--- src/rtl/i2c_rx_pkg.sv ---
package i2c_rx_pkg;

  // control bit positions
  localparam int CB_EN  = 6;
  localparam int CB_STA = 5;
  localparam int CB_STO = 4;
  localparam int CB_SI  = 3;
  localparam int CB_AA  = 2;

  // status codes
  localparam logic [7:0] SC_OWN_W     = 8'h60;
  localparam logic [7:0] SC_OWN_W_ARB = 8'h68;
  localparam logic [7:0] SC_GC        = 8'h70;
  localparam logic [7:0] SC_GC_ARB    = 8'h78;
  localparam logic [7:0] SC_DAT_ACK   = 8'h80;
  localparam logic [7:0] SC_DAT_NACK  = 8'h88;
  localparam logic [7:0] SC_GDAT_ACK  = 8'h90;
  localparam logic [7:0] SC_GDAT_NACK = 8'h98;
  localparam logic [7:0] SC_END       = 8'hA0;
  localparam logic [7:0] SC_NONE      = 8'hF8;

  typedef enum logic [2:0] {
    RX_IDLE,
    RX_ADDR,
    RX_ADDR_ACK,
    RX_DATA,
    RX_DATA_ACK
  } rx_state_e;

endpackage

--- src/rtl/i2c_line_sync.sv ---
module i2c_line_sync #(
  parameter int STAGES = 2
) (
  input  logic clk,
  input  logic rst_n,
  input  logic line_i,
  output logic lvl_o,
  output logic rise_o,
  output logic fall_o
);

  logic [STAGES-1:0] sync_q, sync_d;
  logic              prev_q, prev_d;

  always_comb begin
    sync_d = {sync_q[STAGES-2:0], line_i};
    prev_d = sync_q[STAGES-1];
  end

  always_ff @(posedge clk or negedge rst_n) begin
    if (!rst_n) begin
      sync_q <= '1;
      prev_q <= 1'b1;
    end else begin
      sync_q <= sync_d;
      prev_q <= prev_d;
    end
  end

  assign lvl_o  = sync_q[STAGES-1];
  assign rise_o = sync_q[STAGES-1] & ~prev_q;
  assign fall_o = ~sync_q[STAGES-1] & prev_q;

endmodule

--- src/rtl/i2c_addr_match.sv ---
module i2c_addr_match #(
  parameter int N_SLOTS = 4
) (
  input  logic [6:0]              addr_i,
  input  logic [N_SLOTS-1:0][7:0] adr_i,
  input  logic [N_SLOTS-1:0][7:0] msk_i,
  output logic                    own_hit_o,
  output logic                    gc_hit_o
);

  logic [N_SLOTS-1:0] slot_hit;
  logic [N_SLOTS-1:0] slot_gce;

  for (genvar g = 0; g < N_SLOTS; g++) begin : g_cmp
    assign slot_hit[g] = ((addr_i ^ adr_i[g][7:1]) & ~msk_i[g][7:1]) == 7'd0;
    assign slot_gce[g] = adr_i[g][0];
  end

  // the all-zero address is reserved for the broadcast
  assign own_hit_o = (|slot_hit) && (addr_i != 7'd0);
  assign gc_hit_o  = (addr_i == 7'd0) && (|slot_gce);

endmodule

--- src/rtl/i2c_rx_fsm.sv ---
module i2c_rx_fsm
  import i2c_rx_pkg::*;
(
  input  logic       clk,
  input  logic       rst_n,
  input  logic       en_i,
  input  logic       aa_i,
  input  logic       scl_rise_i,
  input  logic       scl_fall_i,
  input  logic       sda_lvl_i,
  input  logic       start_i,
  input  logic       stop_i,
  input  logic       arb_lost_i,
  input  logic       own_hit_i,
  input  logic       gc_hit_i,
  output logic [6:0] addr_o,
  output logic       sda_drive_o,
  output logic [7:0] data_o,
  output logic       ev_valid_o,
  output logic [7:0] ev_code_o,
  output logic       ev_hold_o
);

  rx_state_e  st_q, st_d;
  logic [3:0] cnt_q, cnt_d;
  logic [7:0] sh_q, sh_d;
  logic [7:0] dat_q, dat_d;
  logic       act_q, act_d;
  logic       gc_q, gc_d;
  logic       ack_q, ack_d;
  logic       nk_q, nk_d;
  logic       arb_q, arb_d;

  always_comb begin
    st_d       = st_q;
    cnt_d      = cnt_q;
    sh_d       = sh_q;
    dat_d      = dat_q;
    act_d      = act_q;
    gc_d       = gc_q;
    ack_d      = ack_q;
    nk_d       = nk_q;
    arb_d      = arb_q | arb_lost_i;
    ev_valid_o = 1'b0;
    ev_code_o  = SC_NONE;
    ev_hold_o  = 1'b0;

    if (!en_i) begin
      st_d  = RX_IDLE;
      cnt_d = '0;
      act_d = 1'b0;
      gc_d  = 1'b0;
      ack_d = 1'b0;
      nk_d  = 1'b0;
      arb_d = 1'b0;
    end else if (stop_i) begin
      st_d  = RX_IDLE;
      ack_d = 1'b0;
      arb_d = 1'b0;
      act_d = 1'b0;
      if (act_q) begin
        ev_valid_o = 1'b1;
        ev_code_o  = SC_END;
      end
    end else if (start_i) begin
      st_d  = RX_ADDR;
      cnt_d = '0;
      ack_d = 1'b0;
      act_d = 1'b0;
      if (act_q) begin
        ev_valid_o = 1'b1;
        ev_code_o  = SC_END;
      end
    end else begin
      unique case (st_q)
        RX_IDLE: ;
        RX_ADDR: begin
          if (scl_rise_i && cnt_q < 4'd8) begin
            sh_d  = {sh_q[6:0], sda_lvl_i};
            cnt_d = cnt_q + 4'd1;
          end else if (scl_fall_i && cnt_q == 4'd8) begin
            if (aa_i && !sh_q[0] && (own_hit_i || gc_hit_i)) begin
              st_d  = RX_ADDR_ACK;
              ack_d = 1'b1;
              gc_d  = gc_hit_i;
            end else begin
              st_d  = RX_IDLE;
              arb_d = 1'b0;
            end
          end
        end
        RX_ADDR_ACK: begin
          if (scl_fall_i) begin
            ack_d      = 1'b0;
            act_d      = 1'b1;
            arb_d      = 1'b0;
            st_d       = RX_DATA;
            cnt_d      = '0;
            ev_valid_o = 1'b1;
            ev_hold_o  = 1'b1;
            if (gc_q) ev_code_o = arb_q ? SC_GC_ARB : SC_GC;
            else      ev_code_o = arb_q ? SC_OWN_W_ARB : SC_OWN_W;
          end
        end
        RX_DATA: begin
          if (scl_rise_i && cnt_q < 4'd8) begin
            sh_d  = {sh_q[6:0], sda_lvl_i};
            cnt_d = cnt_q + 4'd1;
          end else if (scl_fall_i && cnt_q == 4'd8) begin
            dat_d = sh_q;
            ack_d = aa_i;
            nk_d  = !aa_i;
            st_d  = RX_DATA_ACK;
          end
        end
        RX_DATA_ACK: begin
          if (scl_fall_i) begin
            ack_d      = 1'b0;
            ev_valid_o = 1'b1;
            ev_hold_o  = 1'b1;
            if (gc_q) ev_code_o = nk_q ? SC_GDAT_NACK : SC_GDAT_ACK;
            else      ev_code_o = nk_q ? SC_DAT_NACK : SC_DAT_ACK;
            if (nk_q) begin
              act_d = 1'b0;
              st_d  = RX_IDLE;
            end else begin
              st_d  = RX_DATA;
              cnt_d = '0;
            end
          end
        end
        default: st_d = RX_IDLE;
      endcase
    end
  end

  always_ff @(posedge clk or negedge rst_n) begin
    if (!rst_n) begin
      st_q  <= RX_IDLE;
      cnt_q <= '0;
      sh_q  <= '0;
      dat_q <= '0;
      act_q <= 1'b0;
      gc_q  <= 1'b0;
      ack_q <= 1'b0;
      nk_q  <= 1'b0;
      arb_q <= 1'b0;
    end else begin
      st_q  <= st_d;
      cnt_q <= cnt_d;
      sh_q  <= sh_d;
      dat_q <= dat_d;
      act_q <= act_d;
      gc_q  <= gc_d;
      ack_q <= ack_d;
      nk_q  <= nk_d;
      arb_q <= arb_d;
    end
  end

  assign addr_o      = sh_q[7:1];
  assign sda_drive_o = ack_q;
  assign data_o      = dat_q;

endmodule

--- src/rtl/i2c_slave_rx.sv ---
module i2c_slave_rx
  import i2c_rx_pkg::*;
#(
  parameter int N_SLOTS     = 4,
  parameter int SYNC_STAGES = 2,
  localparam int RA_W       = $clog2(2 + 2 * N_SLOTS)
) (
  input  logic            clk,
  input  logic            rst_n,
  input  logic            scl_i,
  input  logic            sda_i,
  output logic            scl_oe,
  output logic            sda_oe,
  input  logic            arb_lost_i,
  input  logic            wr_en,
  input  logic [RA_W-1:0] wr_addr,
  input  logic [7:0]      wr_data,
  output logic [7:0]      ctrl_q,
  output logic [7:0]      stat_q,
  output logic [7:0]      data_q,
  output logic            irq
);

  // reset: asserted asynchronously, released on the clock
  logic [1:0] rs_q;
  logic       rst_i_n;
  always_ff @(posedge clk or negedge rst_n) begin
    if (!rst_n) rs_q <= 2'b00;
    else        rs_q <= {rs_q[0], 1'b1};
  end
  assign rst_i_n = rs_q[1];

  // line synchronizers
  logic scl_lvl, scl_rise, scl_fall;
  logic sda_lvl, sda_rise, sda_fall;

  i2c_line_sync #(.STAGES(SYNC_STAGES)) u_scl_sync (
    .clk(clk), .rst_n(rst_i_n), .line_i(scl_i),
    .lvl_o(scl_lvl), .rise_o(scl_rise), .fall_o(scl_fall)
  );
  i2c_line_sync #(.STAGES(SYNC_STAGES)) u_sda_sync (
    .clk(clk), .rst_n(rst_i_n), .line_i(sda_i),
    .lvl_o(sda_lvl), .rise_o(sda_rise), .fall_o(sda_fall)
  );

  logic start_det, stop_det;
  assign start_det = scl_lvl & sda_fall;
  assign stop_det  = scl_lvl & sda_rise;

  // control and slot registers
  logic en_q, sta_q, sto_q, si_q, aa_q, hold_q;
  logic en_d, sta_d, sto_d, si_d, aa_d, hold_d;
  logic [7:0] code_q, code_d;
  logic [N_SLOTS-1:0][7:0] adr_q, adr_d, msk_q, msk_d;

  logic       wr_set, wr_clr;
  logic       ev_valid, ev_hold;
  logic [7:0] ev_code;

  assign wr_set = wr_en && (wr_addr == RA_W'(0));
  assign wr_clr = wr_en && (wr_addr == RA_W'(1));

  always_comb begin
    en_d   = en_q;
    sta_d  = sta_q;
    sto_d  = sto_q;
    si_d   = si_q;
    aa_d   = aa_q;
    hold_d = hold_q;
    code_d = code_q;
    adr_d  = adr_q;
    msk_d  = msk_q;

    if (wr_set) begin
      en_d  = en_q  | wr_data[CB_EN];
      sta_d = sta_q | wr_data[CB_STA];
      sto_d = sto_q | wr_data[CB_STO];
      aa_d  = aa_q  | wr_data[CB_AA];
    end
    if (wr_clr) begin
      en_d  = en_q  & ~wr_data[CB_EN];
      sta_d = sta_q & ~wr_data[CB_STA];
      sto_d = sto_q & ~wr_data[CB_STO];
      si_d  = si_q  & ~wr_data[CB_SI];
      aa_d  = aa_q  & ~wr_data[CB_AA];
    end
    for (int i = 0; i < N_SLOTS; i++) begin
      if (wr_en && wr_addr == RA_W'(2 + i))           adr_d[i] = wr_data;
      if (wr_en && wr_addr == RA_W'(2 + N_SLOTS + i)) msk_d[i] = wr_data;
    end
    // a bus event outranks a software clear in the same cycle
    if (ev_valid) begin
      si_d   = 1'b1;
      code_d = ev_code;
      hold_d = ev_hold;
    end
    if (!si_d) hold_d = 1'b0;
    if (!en_d) begin
      si_d   = 1'b0;
      hold_d = 1'b0;
    end
  end

  always_ff @(posedge clk or negedge rst_i_n) begin
    if (!rst_i_n) begin
      en_q   <= 1'b0;
      sta_q  <= 1'b0;
      sto_q  <= 1'b0;
      si_q   <= 1'b0;
      aa_q   <= 1'b0;
      hold_q <= 1'b0;
      code_q <= SC_NONE;
      adr_q  <= '0;
      msk_q  <= '0;
    end else begin
      en_q   <= en_d;
      sta_q  <= sta_d;
      sto_q  <= sto_d;
      si_q   <= si_d;
      aa_q   <= aa_d;
      hold_q <= hold_d;
      code_q <= code_d;
      adr_q  <= adr_d;
      msk_q  <= msk_d;
    end
  end

  // address comparators
  logic [6:0] rx_addr;
  logic       own_hit, gc_hit;

  i2c_addr_match #(.N_SLOTS(N_SLOTS)) u_match (
    .addr_i(rx_addr), .adr_i(adr_q), .msk_i(msk_q),
    .own_hit_o(own_hit), .gc_hit_o(gc_hit)
  );

  // receive engine
  logic sda_drive;

  i2c_rx_fsm u_fsm (
    .clk(clk), .rst_n(rst_i_n),
    .en_i(en_q), .aa_i(aa_q),
    .scl_rise_i(scl_rise), .scl_fall_i(scl_fall),
    .sda_lvl_i(sda_lvl),
    .start_i(start_det), .stop_i(stop_det),
    .arb_lost_i(arb_lost_i),
    .own_hit_i(own_hit), .gc_hit_i(gc_hit),
    .addr_o(rx_addr), .sda_drive_o(sda_drive), .data_o(data_q),
    .ev_valid_o(ev_valid), .ev_code_o(ev_code), .ev_hold_o(ev_hold)
  );

  assign sda_oe = sda_drive & en_q;
  assign scl_oe = si_q & hold_q;
  assign irq    = si_q;
  assign stat_q = si_q ? code_q : SC_NONE;
  assign ctrl_q = {1'b0, en_q, sta_q, sto_q, si_q, aa_q, 2'b00};

endmodule

--- config.mk ---
export PLATFORM = sky130hd
export DESIGN_NAME = i2c_slave_rx
export DESIGN_NICKNAME = d
export VERILOG_FILES = /design/src/rtl/i2c_rx_pkg.sv /design/src/rtl/i2c_line_sync.sv /design/src/rtl/i2c_addr_match.sv /design/src/rtl/i2c_rx_fsm.sv /design/src/rtl/i2c_slave_rx.sv
export SDC_FILE = /design/constraint.sdc
export NUM_CORES = 1
export LEC_CHECK = 0
export ABC_CLOCK_PERIOD_IN_PS = 4650
export BUFFER_PORTS_ARGS = -buffer_cell sky130_fd_sc_hd__buf_4
export CORE_MARGIN = 2
export CORE_UTILIZATION = 55
export DETAILED_ROUTE_END_ITERATION = 12
export PLACE_DENSITY_LB_ADDON = 0.1
export SYNTH_ARGS = -nofsm -noshare
export SYNTH_HDL_FRONTEND = slang
export SYNTH_HIERARCHICAL = 1
export SYNTH_SLANG_ARGS = --single-unit
--- constraint.sdc ---
create_clock -name clk -period 4.65 [get_ports clk]
set_clock_uncertainty 0.05 [all_clocks]
set_input_delay 0.6975 -clock clk [delete_from_list [all_inputs] [get_ports clk]]
set_output_delay 0.6975 -clock clk [all_outputs]
set_load 0.05 [all_outputs]
==> reports/metrics.cfg, run 1 <==
[run_status]
run_status = finished clean

[clock_network]
htreeDepth = 3
path_clk_slew_ns = 0.11
tritoncts = yes
clk_latency_ns = 0.36
clk_path_buf_depth = 2
cts_setup_buffers = 0
cts.sinks = 110
post_cts_resize_count = 0
clock-root-buffer = clkbuf_8
ctsHoldBuffers = 0
numCtsBuffers = 9

[power]
switchingPower_uw = 707
pwr-share-seq = 0.541
intPower_mw = 1.68
power.density_nw_per_um2 = 411
leakagePower_nw = 2.57
p_sw_frac = 0.296
clkPwrFrac = 0.247
combinationalPowerShare = 0.213
power_mw = 2.39
ir_drop_uv = 164

[worst_setup_path]
crit_arrival_ns = 3.12
cp.required_ns = 4.89
crit_type = register to register
worstSetupStartpointType = register
crit_fanout = 11
cp_cell_sequence = and2b_2, and2_1, nor3b_1, and2_1, nand2b_1, nand2_1, nor2b_1, o31a_1, a21oi_1
reg2reg_slack_ns = 1.77
reg2reg_to = irq
crit_path_top_delay_cell = dfstp_2
crit_path_frequent_cell = and2_1
reg2reg_from = u_sda_sync/sync_q[1]
max_stage_delay_ns = 0.56
worst_r2r_path_depth = 9
end_kind = register

[grt]
antenna_found_initial = 0
grt-ovfl-total = 0
grt_pass1_wl_mm = 16.7
grt_max_degree = 82
grt.total_usage = 0.207
grt_pass1_vias = 3186

[placed_design]
numPortBuffers = 41
gp_congestion = 0.877
dpl.cell_count = 573
hpwl_mm = 7.11

[final_layout]
fin_util = 0.603
diodes = 0
drive_gt1_frac = 0.382
area_growth_pct = 8.30
nets = 471
stdcell_count = 589

[worst_hold_path]
min_path_type = primary input to asynchronous set/reset pin

[synthesis]
syn-instance-count = 430
avgSynthCellArea_um2 = 12.5
syn_area_um2 = 5370
ys_warn_count = 6

[routing]
topRoutingLayerUsed = met4
met3_length_um = 324
wl_mm = 10.1
ant_nets = 0
dr.pass1.iters = 4
num_vias = 3252
drt_iter0_drc = 130
via_per_inst = 5.52
wl_met1_mm = 5.17
routed-wl-met2_mm = 4.52
wl_per_cell_um = 17.2
route.detailed.drc = 0

[sta]
hold_viol = 0
rsz0062_at_grt = no
fin_crit_sh = 0.619
finalSetupTns_ns = 0
finalMaxSlewViolations = 0
tightestPinTransition_ns = 1.02
slew_headroom = 0.321
min_period_ns = 2.88
setup_viol = 0
timing.fmax_ghz = 0.348

[floorplan]
start_util = 0.557
ios = 45
rows = 36
core_um2 = 9640
die-area_um2 = 10600
die_w_um = 103
die-height_um = 103

[run]
cap_violations = 0

==> cells in the final DEF, fill, tap and decap left out, types with 2 or more instances in the layout <==
| master | n |
|---|---|
| a211o_1 | 3 |
| nor3b_2 | 2 |
| buf_4 | 42 |
| o22a_1 | 2 |
| and2_1 | 11 |
| nand3_2 | 4 |
| o211ai_1 | 2 |
| nor2b_1 | 6 |
| conb_1 | 7 |
| inv_1 | 12 |
| mux2_2 | 85 |
| dfstp_2 | 11 |
| nor3b_1 | 4 |
| o31a_1 | 2 |
| xnor2_1 | 29 |
| o21ai_0 | 3 |
| and2b_2 | 2 |
| nand3b_1 | 2 |
| dfrtp_1 | 98 |
| nor4_1 | 7 |
| nand2_2 | 2 |
| nor3_1 | 5 |
| o22ai_1 | 13 |
| nand2_1 | 9 |
| a21oi_1 | 11 |
| mux2i_1 | 5 |
| nor2_1 | 13 |
| nand2b_1 | 11 |
| clkbuf_8 | 9 |
| nand3_1 | 5 |
| inv_6 | 4 |
| ha_1 | 2 |
==> registers in the layout, indices dropped and copies added, names as in the netlist, 2 cells and up, named ones only <==
name / count
code_q: 8
u_sda_sync/sync_q: 2
u_fsm/sh_q: 8
u_scl_sync/sync_q: 2
rs_q: 2
u_fsm/cnt_q: 4
adr_q: 32
u_fsm/data_o: 8
msk_q: 28
u_fsm/st_q: 3
==> worst max-delay path, delay by kind of cell (launching register included) <==
family           cells  cell delay [ns]
AND/OR/NAND/NOR      7             1.76
flip-flops           1             0.56
AO/OA/AOI/OAI        2             0.43
==> per-layer routing <==
metal,global-route usage,vias up
li1,-,1533
met1,0.318,1641
met2,0.310,69
met3,0.0285,9
met4,0.0638,0
met5,0,-
==> power groups by stage <==
stage / combinational (mW) / sequential (mW) / clock, mW
final: 0.508 / 1.29 / 0.590
after global routing: 0.555 / 1.32 / 0.643
after CTS: 0.509 / 1.29 / 0.605
after detailed placement: 0.506 / 1.31 / 0
after global placement: 0.493 / 1.30 / 0
after floorplan: 0.434 / 1.26 / 0
==> cell type report <==
| type | instances | area (um^2) |
|---|---|---|
| clock buffer | 9 | 124 |
| clock inverter | 7 | 78.8 |
| fill | 802 | 3830 |
| inverter | 12 | 45.0 |
| multi-input combinational | 276 | 2310 |
| sequential | 110 | 2770 |
| tap | 133 | 166 |
| timing repair buffer | 42 | 315 |
==> worst max path at each step <==
stage	cells after the start	slack (ns)	startpoint	endpoint
3_3_place_gp	9	1.92	u_sda_sync/sync_q[1]	hold_q
3_5_place_dp	9	1.82	u_sda_sync/sync_q[1]	hold_q
5_1_grt	9	1.50	u_sda_sync/sync_q[1]	irq
6_report	9	1.77	u_sda_sync/sync_q[1]	irq
2_1_floorplan	0	1.33	rs_q[1]	asynchronous set/reset pin
4_1_cts	9	1.77	u_sda_sync/sync_q[1]	irq
==> per-stage QoR <==
step / area [um^2] / setup WS [ns] / hold slack [ns]
floorplan: 5380 / 1.33 / 0.281
global placement: 5610 / 1.92 / 0.289
detailed placement: 5610 / 1.82 / 0.296
CTS: 5810 / 1.77 / 0.0234
global route: 5810 / 1.50 / 0.00414
finish: 5810 / 1.77 / 0.0394
No activity file was read; power rests on OpenSTA's default activity.
==> inputs of run 2 (changes only) <==
--- a/config.mk
+++ b/config.mk
@@ -5,7 +5,7 @@
 export SDC_FILE = /design/constraint.sdc
 export NUM_CORES = 1
 export LEC_CHECK = 0
-export ABC_CLOCK_PERIOD_IN_PS = 4650
+export ABC_CLOCK_PERIOD_IN_PS = 2800
 export BUFFER_PORTS_ARGS = -buffer_cell sky130_fd_sc_hd__buf_4
 export CORE_MARGIN = 2
 export CORE_UTILIZATION = 55
==> constraint.sdc (replaced) <==
create_clock -name clk -period 2.8 [get_ports clk]
set_clock_uncertainty 0.05 [all_clocks]
set_input_delay 0.42 -clock clk [delete_from_list [all_inputs] [get_ports clk]]
set_output_delay 0.42 -clock clk [all_outputs]
set_load 0.05 [all_outputs]
==> reports/metrics.cfg, run 2 (synthesized netlist as in run 1, its figures left out) <==
[run_status]
run_status = finished clean  ; unchanged

[grt]
grt_pass1_vias = 3324  ; was 3186
antenna_found_initial = 0  ; unchanged
grt_pass1_wl_mm = 17.7  ; was 16.7 mm
grt-ovfl-total = 0  ; unchanged
grt.total_usage = 0.224  ; was 0.207
grt_max_degree = 80  ; was 82

[clock_network]
post_cts_resize_count = 0  ; unchanged
numCtsBuffers = 9  ; unchanged
clk_latency_ns = 0.37  ; was 0.36 ns
clk_path_buf_depth = 2  ; unchanged
path_clk_slew_ns = 0.10  ; was 0.11 ns
cts.sinks = 110  ; unchanged
ctsHoldBuffers = 1  ; was 0
clock-root-buffer = clkbuf_8  ; unchanged
tritoncts = yes  ; unchanged
cts_setup_buffers = 0  ; unchanged
htreeDepth = 3  ; unchanged

[worst_setup_path]
cp.required_ns = 2.96  ; was 4.89 ns
worstSetupStartpointType = register  ; unchanged
crit_type = register to register  ; unchanged
end_kind = register  ; unchanged
crit_fanout = 8  ; was 11
crit_path_frequent_cell = nor4_1  ; was and2_1
max_stage_delay_ns = 0.53  ; was 0.56 ns
cp_cell_sequence = xnor2_1, o22ai_1, nor4_1, nor4_1, a21oi_1, o21ba_2, nand2_1, o22a_1, o41ai_1  ; was and2b_2, and2_1, nor3b_1, and2_1, nand2b_1, nand2_1, nor2b_1, o31a_1, a21oi_1
crit_arrival_ns = 2.64  ; was 3.12 ns
crit_path_top_delay_cell = dfrtp_1  ; was dfstp_2

[floorplan]
die-height_um = 103  ; unchanged
die_w_um = 103  ; unchanged
die-area_um2 = 10600  ; unchanged
rows = 36  ; unchanged
start_util = 0.557  ; unchanged
ios = 45  ; unchanged
core_um2 = 9640  ; unchanged

[sta]
fin_crit_sh = 0.887  ; was 0.619
hold-worst-slack_ns = 0.0968  ; was 0.0394 ns
tightestPinTransition_ns = 0.527  ; was 1.02 ns
finalSetupTns_ns = 0  ; unchanged
hold_viol = 0  ; unchanged
setup_viol = 0  ; unchanged
rsz0062_at_grt = no  ; unchanged
slew_headroom = 0.648  ; was 0.321
finalMaxSlewViolations = 0  ; unchanged
min_period_ns = 2.48  ; was 2.88 ns
timing.fmax_ghz = 0.403  ; was 0.348 GHz

[routing]
via_per_inst = 5.55  ; was 5.52
route.detailed.drc = 0  ; unchanged
wl_per_cell_um = 18.2  ; was 17.2 um
wl_mm = 10.8  ; was 10.1 mm
num_vias = 3302  ; was 3252
ant_nets = 0  ; unchanged
drt_iter0_drc = 121  ; was 130
dr.pass1.iters = 4  ; unchanged

[placed_design]
dpl_cell_area_um2 = 5660  ; was 5610 um^2
hpwl_mm = 7.77  ; was 7.11 mm
gp_congestion = 0.830  ; was 0.877
numPortBuffers = 41  ; unchanged

[final_layout]
area_growth_pct = 9.00  ; was 8.30%
reg_top3 = adr_q (32), msk_q (28)  ; unchanged
nets = 477  ; was 471
largest_reg_flops = 32  ; unchanged
regMostFlops = adr_q  ; unchanged
diodes = 0  ; unchanged
final_cell_area_um2 = 5850  ; was 5810 um^2
drive_gt1_frac = 0.387  ; was 0.382
mostFrequentLayoutCell = dfrtp_1  ; unchanged
mostFrequentLayoutCells = 98 x dfrtp_1, 85 x mux2_2, 46 x buf_4, 29 x xnor2_1  ; was 98 x dfrtp_1, 85 x mux2_2, 42 x buf_4, 29 x xnor2_1

[run]
cap_violations = 0  ; unchanged

[power]
leakagePower_nw = 2.59  ; was 2.57 nW
power.density_nw_per_um2 = 671  ; was 411 nW/um^2
ir_drop_uv = 391  ; was 164 uV

[worst_hold_path]
min_path_type = primary input to register  ; was primary input to asynchronous set/reset pin

==> run 2: power breakdown <==
| part | switching, mW | leakage, nW | internal [mW] |
|---|---|---|---|
| clock | 0.563 | 0.0959 | 0.337 |
| combinational | 0.415 | 1.12 | 0.467 |
| sequential | 0.229 | 1.37 | 1.91 |
| total | 1.21 | 2.59 | 2.72 |
==> run 2: critical path: cells and delay by family, from the launching register on <==
family                    cells  cell delay, ns
AOI/OAI and AO/OA             5            1.05
DFF                           1            0.53
and+or+nand+nor               3            0.43
xor gates and xnor gates      1            0.27
==> run 2: layout make-up <==
type	instances	area, um^2
Fill cell	826	3790
Sequential cell	110	2770
Multi-Input combinational cell	276	2310
Timing Repair Buffer	48	375
Tap cell	133	166
Clock buffer	9	124
Clock inverter	7	56.3
Inverter	12	45.0
==> run 2: layer usage <==
metal / wire length [um] / global-route usage
met1: 5410 / 0.336
met2: 4830 / 0.333
met3: 525 / 0.0536
met4: 87 / 0.0506
met5: 0 / 0
==> run 2: per-stage QoR <==
stage | power (mW) | utilization | cells | setup slack (ns)
6_report | 3.92 | 0.607 | 595 | 0.318
5_1_grt | 4.14 | 0.607 | 595 | 0.129
4_1_cts | 3.96 | 0.607 | 595 | 0.311
3_5_place_dp | 3.06 | 0.587 | 578 | 0.376
3_3_place_gp | 3.02 | 0.587 | 578 | 0.359
2_1_floorplan | 2.82 | - | 434 | 0.153
==> run 2: worst paths after layout <==
kind                       cells after the start           from  slack, ns                   end
min reg2reg                                    0        rs_q[1]       0.23             adr_q[24]
max in group asynchronous                      1        rs_q[1]       1.66             code_q[6]
max                                            9  u_fsm/sh_q[1]       0.32         u_fsm/st_q[1]
max reg2reg                                    9  u_fsm/sh_q[1]       0.32         u_fsm/st_q[1]
min                                            1          sda_i        0.1  u_sda_sync/sync_q[0]
min in group asynchronous                      0        rs_q[1]       0.23             adr_q[24]
==> inputs of run 3 (changes only) <==
--- a/config.mk
+++ b/config.mk
@@ -5,10 +5,10 @@
 export SDC_FILE = /design/constraint.sdc
 export NUM_CORES = 1
 export LEC_CHECK = 0
-export ABC_CLOCK_PERIOD_IN_PS = 2800
+export ABC_CLOCK_PERIOD_IN_PS = 2660
 export BUFFER_PORTS_ARGS = -buffer_cell sky130_fd_sc_hd__buf_4
 export CORE_MARGIN = 2
-export CORE_UTILIZATION = 55
+export CORE_UTILIZATION = 60
 export DETAILED_ROUTE_END_ITERATION = 12
 export PLACE_DENSITY_LB_ADDON = 0.1
 export SYNTH_ARGS = -nofsm -noshare
==> constraint.sdc (replaced) <==
create_clock -name clk -period 2.66 [get_ports clk]
set_clock_uncertainty 0.05 [all_clocks]
set_input_delay 0.399 -clock clk [delete_from_list [all_inputs] [get_ports clk]]
set_output_delay 0.399 -clock clk [all_outputs]
set_load 0.05 [all_outputs]
==> reports/metrics.cfg, run 3 (synthesized netlist as in run 1, its figures left out) <==
[run_status]
run_status = finished clean  ; unchanged

[worst_setup_path]
crit_path_top_delay_cell = dfrtp_1  ; unchanged
reg2reg_to = u_fsm/sda_drive_o  ; was u_fsm/st_q[1]
worstSetupStartpointType = register  ; unchanged
cp_cell_sequence = xnor2_1, o22ai_1, nor4_1, nor4_1, a21oi_1, o21ba_2, nand2_1, o2111a_1, a211o_1  ; was xnor2_1, o22ai_1, nor4_1, nor4_1, a21oi_1, o21ba_2, nand2_1, o22a_1, o41ai_1
reg2reg_from = u_fsm/sh_q[3]  ; was u_fsm/sh_q[1]
cp.required_ns = 2.85  ; was 2.96 ns
crit_arrival_ns = 2.65  ; was 2.64 ns
crit_type = register to register  ; unchanged
reg2reg_slack_ns = 0.20  ; was 0.32 ns
end_kind = register  ; unchanged
worst_r2r_path_depth = 9  ; unchanged
crit_path_frequent_cell = nor4_1  ; unchanged
crit_fanout = 8  ; unchanged
max_stage_delay_ns = 0.61  ; was 0.53 ns

[placed_design]
numPortBuffers = 41  ; unchanged
gp_congestion = 0.847  ; was 0.830
hpwl_mm = 7.31  ; was 7.77 mm

[worst_hold_path]
min_from = scl_i  ; was sda_i
min_path_type = primary input to register  ; unchanged
hold_path_end = u_scl_sync/sync_q[0]  ; was u_sda_sync/sync_q[0]
whs_path_depth = 1  ; unchanged

[final_layout]
reg_top3 = adr_q (32), msk_q (28)  ; unchanged
area_growth_pct = 9.51  ; was 9.00%
nets = 480  ; was 477
drive_gt1_frac = 0.385  ; was 0.387
regMostFlops = adr_q  ; unchanged
diodes = 0  ; unchanged
largest_reg_flops = 32  ; unchanged
mostFrequentLayoutCell = dfrtp_1  ; unchanged
nFillCells = 666  ; was 826
mostFrequentLayoutCells = 98 x dfrtp_1, 85 x mux2_2, 49 x buf_4, 29 x xnor2_1  ; was 98 x dfrtp_1, 85 x mux2_2, 46 x buf_4, 29 x xnor2_1

[floorplan]
ios = 45  ; unchanged
core_um2 = 8680  ; was 9640 um^2
rows = 34  ; was 36
die-area_um2 = 9720  ; was 10600 um^2
die_w_um = 98.6  ; was 103 um
die-height_um = 98.6  ; was 103 um
start_util = 0.619  ; was 0.557

[clock_network]
clk_path_buf_depth = 2  ; unchanged
numCtsBuffers = 9  ; unchanged
path_clk_slew_ns = 0.10  ; about the same
clk_latency_ns = 0.35  ; was 0.37 ns
tritoncts = yes  ; unchanged
clock-root-buffer = clkbuf_8  ; unchanged
cts_setup_buffers = 0  ; unchanged
cts.sinks = 110  ; unchanged
htreeDepth = 3  ; unchanged
ctsHoldBuffers = 1  ; unchanged
post_cts_resize_count = 0  ; unchanged

[run]
cap_violations = 0  ; unchanged

[routing]
drt_iter0_drc = 230  ; was 121
ant_nets = 0  ; unchanged
wl_mm = 10.5  ; was 10.8 mm
wl_per_cell_um = 18.3  ; was 18.2 um
dr.pass1.iters = 4  ; unchanged
num_vias = 3354  ; was 3302
via_per_inst = 5.85  ; was 5.55
route.detailed.drc = 0  ; unchanged

[sta]
tightestPinTransition_ns = 0.784  ; was 0.527 ns
finalSetupTns_ns = 0  ; unchanged
setup_viol = 0  ; unchanged
hold-worst-slack_ns = 0.0967  ; was 0.0968 ns
fin_crit_sh = 0.925  ; was 0.887
min_period_ns = 2.46  ; was 2.48 ns
timing.fmax_ghz = 0.407  ; was 0.403 GHz
slew_headroom = 0.477  ; was 0.648
finalMaxSlewViolations = 0  ; unchanged
rsz0062_at_grt = no  ; unchanged
hold_viol = 0  ; unchanged

[grt]
grt-ovfl-total = 0  ; unchanged
grt_max_degree = 62  ; was 80
grt.total_usage = 0.228  ; was 0.224
antenna_found_initial = 0  ; unchanged
grt_pass1_vias = 3340  ; was 3324
grt_pass1_wl_mm = 17.5  ; was 17.7 mm

[power]
ir_drop_uv = 343  ; was 391 uV
power.density_nw_per_um2 = 725  ; was 671 nW/um^2
leakagePower_nw = 2.61  ; was 2.59 nW

run 3: report_power, final:
group	internal (mW)	total, mW	switching (mW)
clock	0.559	1.09	0.530
combinational	0.497	0.927	0.431
sequential	2.01	2.25	0.233
total	3.07	4.26	1.19
run 3: per-layer routing:
| layer | global-route usage | share of wire | routed length [um] |
|---|---|---|---|
| met5 | 0 | 0 | 0 |
| met4 | 0.0622 | 0.0070 | 73 |
| met3 | 0.0270 | 0.051 | 533 |
| met2 | 0.341 | 0.45 | 4690 |
| met1 | 0.358 | 0.49 | 5190 |
run 3: worst max-delay path, delay by kind of cell (launching register included):
family	cells	cell delay, ns
AO/OA/AOI/OAI	5	1.01
XOR/XNOR	1	0.17
flip-flops	1	0.61
AND/OR/NAND/NOR	3	0.52
run 3: worst max-delay path by stage:
stage	to	from	slack (ns)	cells after the start
finish	u_fsm/sda_drive_o	u_fsm/sh_q[3]	0.20	9
global route	hold_q	u_sda_sync/sync_q[1]	0.04	10
CTS	irq	u_sda_sync/sync_q[1]	0.19	10
detailed placement	irq	u_sda_sync/sync_q[1]	0.22	10
global placement	irq	u_sda_sync/sync_q[1]	0.27	10
floorplan	code_q[0]	u_sda_sync/sync_q[1]	0.01	9
run 3: cell type report:
| cell class | instances | area [um^2] | area share |
|---|---|---|---|
| timing repair buffer | 51 | 398 | 0.0677 |
| tap | 108 | 135 | 0.0230 |
| clock inverter | 3 | 67.6 | 0.0115 |
| multi-input combinational | 276 | 2310 | 0.394 |
| sequential | 110 | 2770 | 0.471 |
| inverter | 12 | 45.0 | 0.00766 |
| clock buffer | 13 | 149 | 0.0253 |
run 3: through the flow:
step,instances,cell area [um^2],worst slack (ns),util,total power [mW]
final,573,5880,0.200,0.677,4.26
after global placement,556,5650,0.269,0.651,3.17
after floorplan,434,5380,0.0134,-,2.97
after detailed placement,556,5650,0.225,0.651,3.20
after CTS,573,5880,0.190,0.677,4.29
after global routing,573,5880,0.0434,0.677,4.49
